--- src/rtl/aru_pkg.sv ---
package aru_pkg;

    localparam int AW   = 16;            // pointer and step width
    localparam int NR   = 4;             // registers per bank
    localparam int RSEL = $clog2(NR);    // register select width
    localparam int OPW  = 16;            // instruction word width

    typedef logic [AW-1:0] word_t;

    typedef enum logic [2:0] {
        OP_NONE,
        OP_INC,
        OP_DEC,
        OP_ADD,
        OP_SUB
    } op_kind_e;

    typedef struct packed {
        op_kind_e        kind;
        logic [RSEL-1:0] dst;
        logic [RSEL-1:0] src;
    } op_dec_t;

    typedef struct packed {
        logic            en;
        logic [RSEL-1:0] dst;
        word_t           value;
    } addr_upd_t;

    // Classify an instruction word. Bits [15:5] must be clear for any
    // of the recognised forms; bit 4 marks the add-step form.
    function automatic op_dec_t decode_word(logic [OPW-1:0] w);
        op_dec_t d;
        d.kind = OP_NONE;
        d.dst  = w[RSEL-1:0];
        d.src  = w[RSEL-1:0];
        if (w[OPW-1:5] == '0) begin
            if (w[4]) begin
                d.kind = OP_ADD;
                d.src  = w[2*RSEL-1:RSEL];
            end else begin
                unique case (w[3:2])
                    2'b01:   d.kind = OP_DEC;
                    2'b10:   d.kind = OP_INC;
                    2'b11:   d.kind = OP_SUB;
                    default: d.kind = OP_NONE;
                endcase
            end
        end
        return d;
    endfunction

    // Modular pointer step; the step operand is two's complement, so a
    // plain AW-bit add or subtract yields the signed wrap result.
    function automatic word_t step_ptr(op_kind_e k, word_t a, word_t ix);
        word_t r;
        unique case (k)
            OP_INC:  r = a + word_t'(1);
            OP_DEC:  r = a - word_t'(1);
            OP_ADD:  r = a + ix;
            OP_SUB:  r = a - ix;
            default: r = a;
        endcase
        return r;
    endfunction

endpackage

--- src/rtl/aru_decode.sv ---
module aru_decode
    import aru_pkg::*;
(
    input  logic           instr_valid,
    input  logic [OPW-1:0] instr,
    output op_dec_t        dec,
    output logic           bad_op
);
    op_dec_t raw;

    always_comb begin
        raw    = decode_word(instr);
        dec    = raw;
        bad_op = 1'b0;
        if (!instr_valid) begin
            dec.kind = OP_NONE;
        end else if (raw.kind == OP_NONE) begin
            bad_op = 1'b1;
        end
    end
endmodule

--- src/rtl/aru_addr_calc.sv ---
module aru_addr_calc
    import aru_pkg::*;
(
    input  op_dec_t   dec,
    input  word_t     base,
    input  word_t     step,
    output addr_upd_t upd
);
    always_comb begin
        upd.en    = (dec.kind != OP_NONE);
        upd.dst   = dec.dst;
        upd.value = step_ptr(dec.kind, base, step);
    end
endmodule

--- src/rtl/aru_regbank.sv ---
module aru_regbank
    import aru_pkg::*;
(
    input  logic            clk,
    input  logic            rst,
    input  addr_upd_t       upd,
    input  logic            wr_en,
    input  logic [RSEL:0]   wr_sel,
    input  word_t           wr_data,
    output word_t           ptr_q [NR],
    output word_t           stp_q [NR]
);
    for (genvar i = 0; i < NR; i++) begin : g_reg
        logic ptr_load;
        logic stp_load;
        logic ptr_upd;

        assign ptr_upd  = upd.en && (upd.dst == RSEL'(i));
        assign ptr_load = wr_en && !wr_sel[RSEL] && (wr_sel[RSEL-1:0] == RSEL'(i));
        assign stp_load = wr_en &&  wr_sel[RSEL] && (wr_sel[RSEL-1:0] == RSEL'(i));

        // Instruction result has priority over the load port.
        always_ff @(posedge clk) begin
            if (rst) begin
                ptr_q[i] <= '0;
            end else if (ptr_upd) begin
                ptr_q[i] <= upd.value;
            end else if (ptr_load) begin
                ptr_q[i] <= wr_data;
            end
        end

        always_ff @(posedge clk) begin
            if (rst) begin
                stp_q[i] <= '0;
            end else if (stp_load) begin
                stp_q[i] <= wr_data;
            end
        end
    end
endmodule

--- src/rtl/aru_addr_update.sv ---
module aru_addr_update
    import aru_pkg::*;
(
    input  logic               clk,
    input  logic               rst,
    input  logic               instr_valid,
    input  logic [OPW-1:0]     instr,
    input  logic               wr_en,
    input  logic [RSEL:0]      wr_sel,
    input  logic [AW-1:0]      wr_data,
    output logic [NR*AW-1:0]   addr_flat,
    output logic               unhandled
);
    op_dec_t   dec;
    logic      bad_op;
    addr_upd_t upd;
    word_t     ptr_q [NR];
    word_t     stp_q [NR];
    word_t     sel_ptr;
    word_t     sel_stp;

    aru_decode u_dec (
        .instr_valid (instr_valid),
        .instr       (instr),
        .dec         (dec),
        .bad_op      (bad_op)
    );

    assign sel_ptr = ptr_q[dec.dst];
    assign sel_stp = stp_q[dec.src];

    aru_addr_calc u_calc (
        .dec  (dec),
        .base (sel_ptr),
        .step (sel_stp),
        .upd  (upd)
    );

    aru_regbank u_bank (
        .clk     (clk),
        .rst     (rst),
        .upd     (upd),
        .wr_en   (wr_en),
        .wr_sel  (wr_sel),
        .wr_data (wr_data),
        .ptr_q   (ptr_q),
        .stp_q   (stp_q)
    );

    always_ff @(posedge clk) begin
        if (rst) unhandled <= 1'b0;
        else     unhandled <= bad_op;
    end

    for (genvar i = 0; i < NR; i++) begin : g_flat
        assign addr_flat[i*AW +: AW] = ptr_q[i];
    end

    // increment lands one above the previous pointer value.
    a_r2_inc_step: assert property (@(posedge clk) disable iff (rst)
        (!$past(rst) && $past(dec.kind) == OP_INC)
        |-> ptr_q[$past(dec.dst)] == word_t'($past(sel_ptr) + word_t'(1)));

    // decrement lands one below the previous pointer value.
    a_r3_dec_step: assert property (@(posedge clk) disable iff (rst)
        (!$past(rst) && $past(dec.kind) == OP_DEC)
        |-> ptr_q[$past(dec.dst)] == word_t'($past(sel_ptr) - word_t'(1)));

    // an unrecognised word without a load leaves every pointer intact.
    a_r6_bad_hold: assert property (@(posedge clk) disable iff (rst)
        (!$past(rst) && $past(instr_valid) && $past(dec.kind) == OP_NONE
         && !$past(wr_en))
        |-> (addr_flat == $past(addr_flat) && unhandled));

    // an idle cycle without a load changes nothing and raises no pulse.
    a_r7_idle_hold: assert property (@(posedge clk) disable iff (rst)
        (!$past(rst) && !$past(instr_valid) && !$past(wr_en))
        |-> (addr_flat == $past(addr_flat) && !unhandled));
endmodule

--- config.mk ---
export PLATFORM = sky130hd
export DESIGN_NAME = aru_addr_update
export DESIGN_NICKNAME = d
export VERILOG_FILES = /design/src/rtl/aru_pkg.sv /design/src/rtl/aru_decode.sv /design/src/rtl/aru_addr_calc.sv /design/src/rtl/aru_regbank.sv /design/src/rtl/aru_addr_update.sv
export SDC_FILE = /design/constraint.sdc
export NUM_CORES = 1
export LEC_CHECK = 0
export BUFFER_PORTS_ARGS = -buffer_cell sky130_fd_sc_hd__buf_2
export CAP_MARGIN = 20
export CORE_MARGIN = 5
export CORE_UTILIZATION = 53
export DETAILED_ROUTE_END_ITERATION = 6
export GPL_TIMING_DRIVEN = 0
export PLACE_DENSITY = 0.74
export SYNTH_ARGS = -nofsm -noshare
export SYNTH_HDL_FRONTEND = slang
export SYNTH_SLANG_ARGS = --single-unit
--- constraint.sdc ---
create_clock -name clk -period 5.69 [get_ports clk]
set_input_delay 0.2845 -clock clk [delete_from_list [all_inputs] [get_ports clk]]
set_output_delay 0.2845 -clock clk [all_outputs]
set_load 0.01 [all_outputs]
==> results.toml <==
[status]
status = "complete, no violations"

[logic_synthesis]
netlist_instances = 878
synth_fp_nets = 934
yosysUniqueCellTypes = 59
synth_top_area_share_pct = 34.5
synthArstFlopShare_pct = 0
syn_area_per_cell_um2 = 8.53
ys_seq_area_share_pct = 34.5
synth_area_leader_cell = "dfxtp_1"
synth_area_mm2 = 0.00749
ys.warnings.count = 0
synth_edf_count = 0
synth-main-ff-cell = "dfxtp_1"
synth_seq_cells = 129
synth_area_leaders = "dfxtp_1 34%, a211oi_1 11%, nand2_1 7.2%"

[finish]
nets = 1049
layout_commonest_cell = "nand2_1"
antenna_cells = 0
drive_above_1_share_pct = 20.7
layout_common_cells = "144 x nand2_1, 129 x dfxtp_1, 97 x a211oi_1"
final_cell_count_no_fill = 1186
area_delta_synth_final_pct = 20.5
design_area_mm2 = 0.00902

[worst_setup_path]
worstSetupPathType = "input port to flop"
worstSetupEndpointType = "flop"
crit_fanout = 13
critical_path_arrival_ps = 5860
cp_common_cell = "or4_4"
cp_slowest_cell = "or4_4"
startpoint_type = "input port"
required_ps = 5980
path_delay_family = "simple AND/OR/NAND/NOR gates"
crit_buf_inv = 5
path_cells = "buf_2 > or4_4 > or4_4 > o21a_1 > buf_6 > buf_8 > buf_12 > mux2i_2 > a21oi_2 > inv_1 > ha_2 > or3b_4 > or4_4 > nor2_4 > xnor2_2 > a221oi_2 > ha_1 > or2_2 > a21oi_2 > a31oi_2 > and4b_1 > nor3_4 > a211oi_2"
cp_slowest_stage_delay_ps = 610

[clocking]
cts-buffers-inserted = 17
cts.sinks = 129
clk_path_buf_depth = 2
clk_latency_ps = 440
clkTransAtPathRegs_ps = 60
cts_max_level = 4
cts_tree = "built"
cts_root_buf = "clkbuf_16"

[floorplanning]
io-pin-count = 104
die_h_um = 129
rows = 43
die_x_um = 129
start_util_pct = 54.0
fp.coreArea_mm2 = 0.0139
die_area_mm2 = 0.0166

[sta]
timing.slew.headroom_pct = 31.8
setup_tns_ps = 0
finalClockSkew_ps = 8.01
hold_viol = 0
timing.final.crit_share_pct = 97.9
drv_slew = 0
fin_hold_ws_ps = 115
finalCriticalPeriod_ps = 5570
worst_pin_slew_ps = 1020
setup_viol = 0
fmax_mhz = 179

[detailed_routing]
wl_per_cell_um = 20.8
drc = 0
first_iter_violations = 948
drt_first_pass_iters = 5
via_count = 7430
wl_um = 24700
routed_via_density = 6.26
antenna_left = 0

[grt]
grt_pass1_wl_um = 38200
grt_usage_pct = 29.5
grt_max_degree = 20
grt-ovfl-total = 0
first_global_vias = 7030
antenna_found_initial = 0

[placement]
dpl_cell_area_mm2 = 0.00816
dp_hpwl_um = 17300
placed_cells = 1143
routabilityCongestion = 0.931
portBuffers = 84

[power_and_ir_drop]
power.density_mw_per_mm2 = 254
fin_total_pwr_uw = 2290
leakage_uw = 0.00357
irDropWorstVdd_mv = 0.200

[job]
drv_cap = 0

[min_path]
hold_path_class = "input port to flop"
per-layer routing:
layer | GRT usage (%) | up-vias | routed length [um]
met3 | 6.85 | 67 | 2390
li1 | - | 3415 | -
met4 | 13.8 | 0 | 839
met5 | 0 | - | 0
met1 | 40.0 | 3535 | 10400
met2 | 44.4 | 413 | 11100
layout make-up:
type	instances	area [um^2]
fillers	1201	4860
multi-input cells	652	4690
repair buffers	98	526
inverters	16	60.1
plain buffers	79	348
clock inverters	13	136
well taps	180	225
clock buffers	19	453
flip-flops and latches	129	2580
final timing paths:
kind,startpoint,end,slack [ps],depth (start not counted)
worst max-delay path,instr[9],u_bank.ptr_q[14]$_SDFFE_PP0P_,120,23
worst max register to register,u_bank.stp_q[2]$_SDFFE_PP0P_,u_bank.ptr_q[31]$_SDFFE_PP0P_,1170,15
worst min register to register,u_bank.stp_q[9]$_SDFFE_PP0P_,u_bank.stp_q[9]$_SDFFE_PP0P_,450,2
worst min-delay path,instr_valid,unhandled$_SDFF_PP0_,110,3
state kept, by name, summed over array words and instances (netlist names):
name,flops
u_bank.ptr_q,64
u_bank.stp_q,64
unhandled,1
per-stage QoR:
| stage | setup WS (ps) | utilization (%) |
|---|---|---|
| after floorplan | 5.58 | - |
| after global placement | -862 | 58.8 |
| after detailed placement | -872 | 58.8 |
| after CTS | 22.8 | 63.7 |
| after global routing | -46.8 | 65.0 |
| final | 119 | 65.0 |
kinds of logic (layout without fill, tap and decap cells):
kind of cell | count (synthesis) | count (layout) | share of synthesized area, %
flip-flops | 129 | 129 | 34.5
XOR/XNOR | 25 | 25 | 3.12
AND/OR/NAND/NOR | 293 | 293 | 19.1
AO/OA/AOI/OAI | 235 | 235 | 21.0
adder cells (fa/ha/maj) | 17 | 17 | 2.94
multiplexers | 82 | 82 | 14.1
buffers and inverters | 97 | 225 | 5.30
synth_stat cells (18+ instances only):
cell and number:
nand2_1 144, nor2_1 37, a21oi_1 81, mux2_2 18
mux2i_1 47, clkbuf_1 69, dfxtp_1 129, a211oi_1 105
nor2b_1 50
worst register-to-register path, delay by kind of cell, from the launching register on:
kind                       cells  cell delay [ps]
adders and majority gates      1              350
and+or+nand+nor                3             1190
AOI/OAI and AO/OA              9             2060
xor gates and xnor gates       2              490
DFF                            1              340
where the power goes:
group | switching, uW | total [uW] | internal [uW]
logic | 156 | 257 | 100
registers | 13.6 | 937 | 923
clock network | 433 | 1100 | 665
total | 603 | 2290 | 1690
timing repair:
item                       in CTS  in global routing
gates cloned                    0                  0
resized for setup              14                 26
hold buffers                    0                  0
setup buffers                   2                 11
setup endpoints to repair      20                 20
pin swaps                       8                 18
hold endpoints to repair        0                  0
Power figures use the tool's default switching activity.
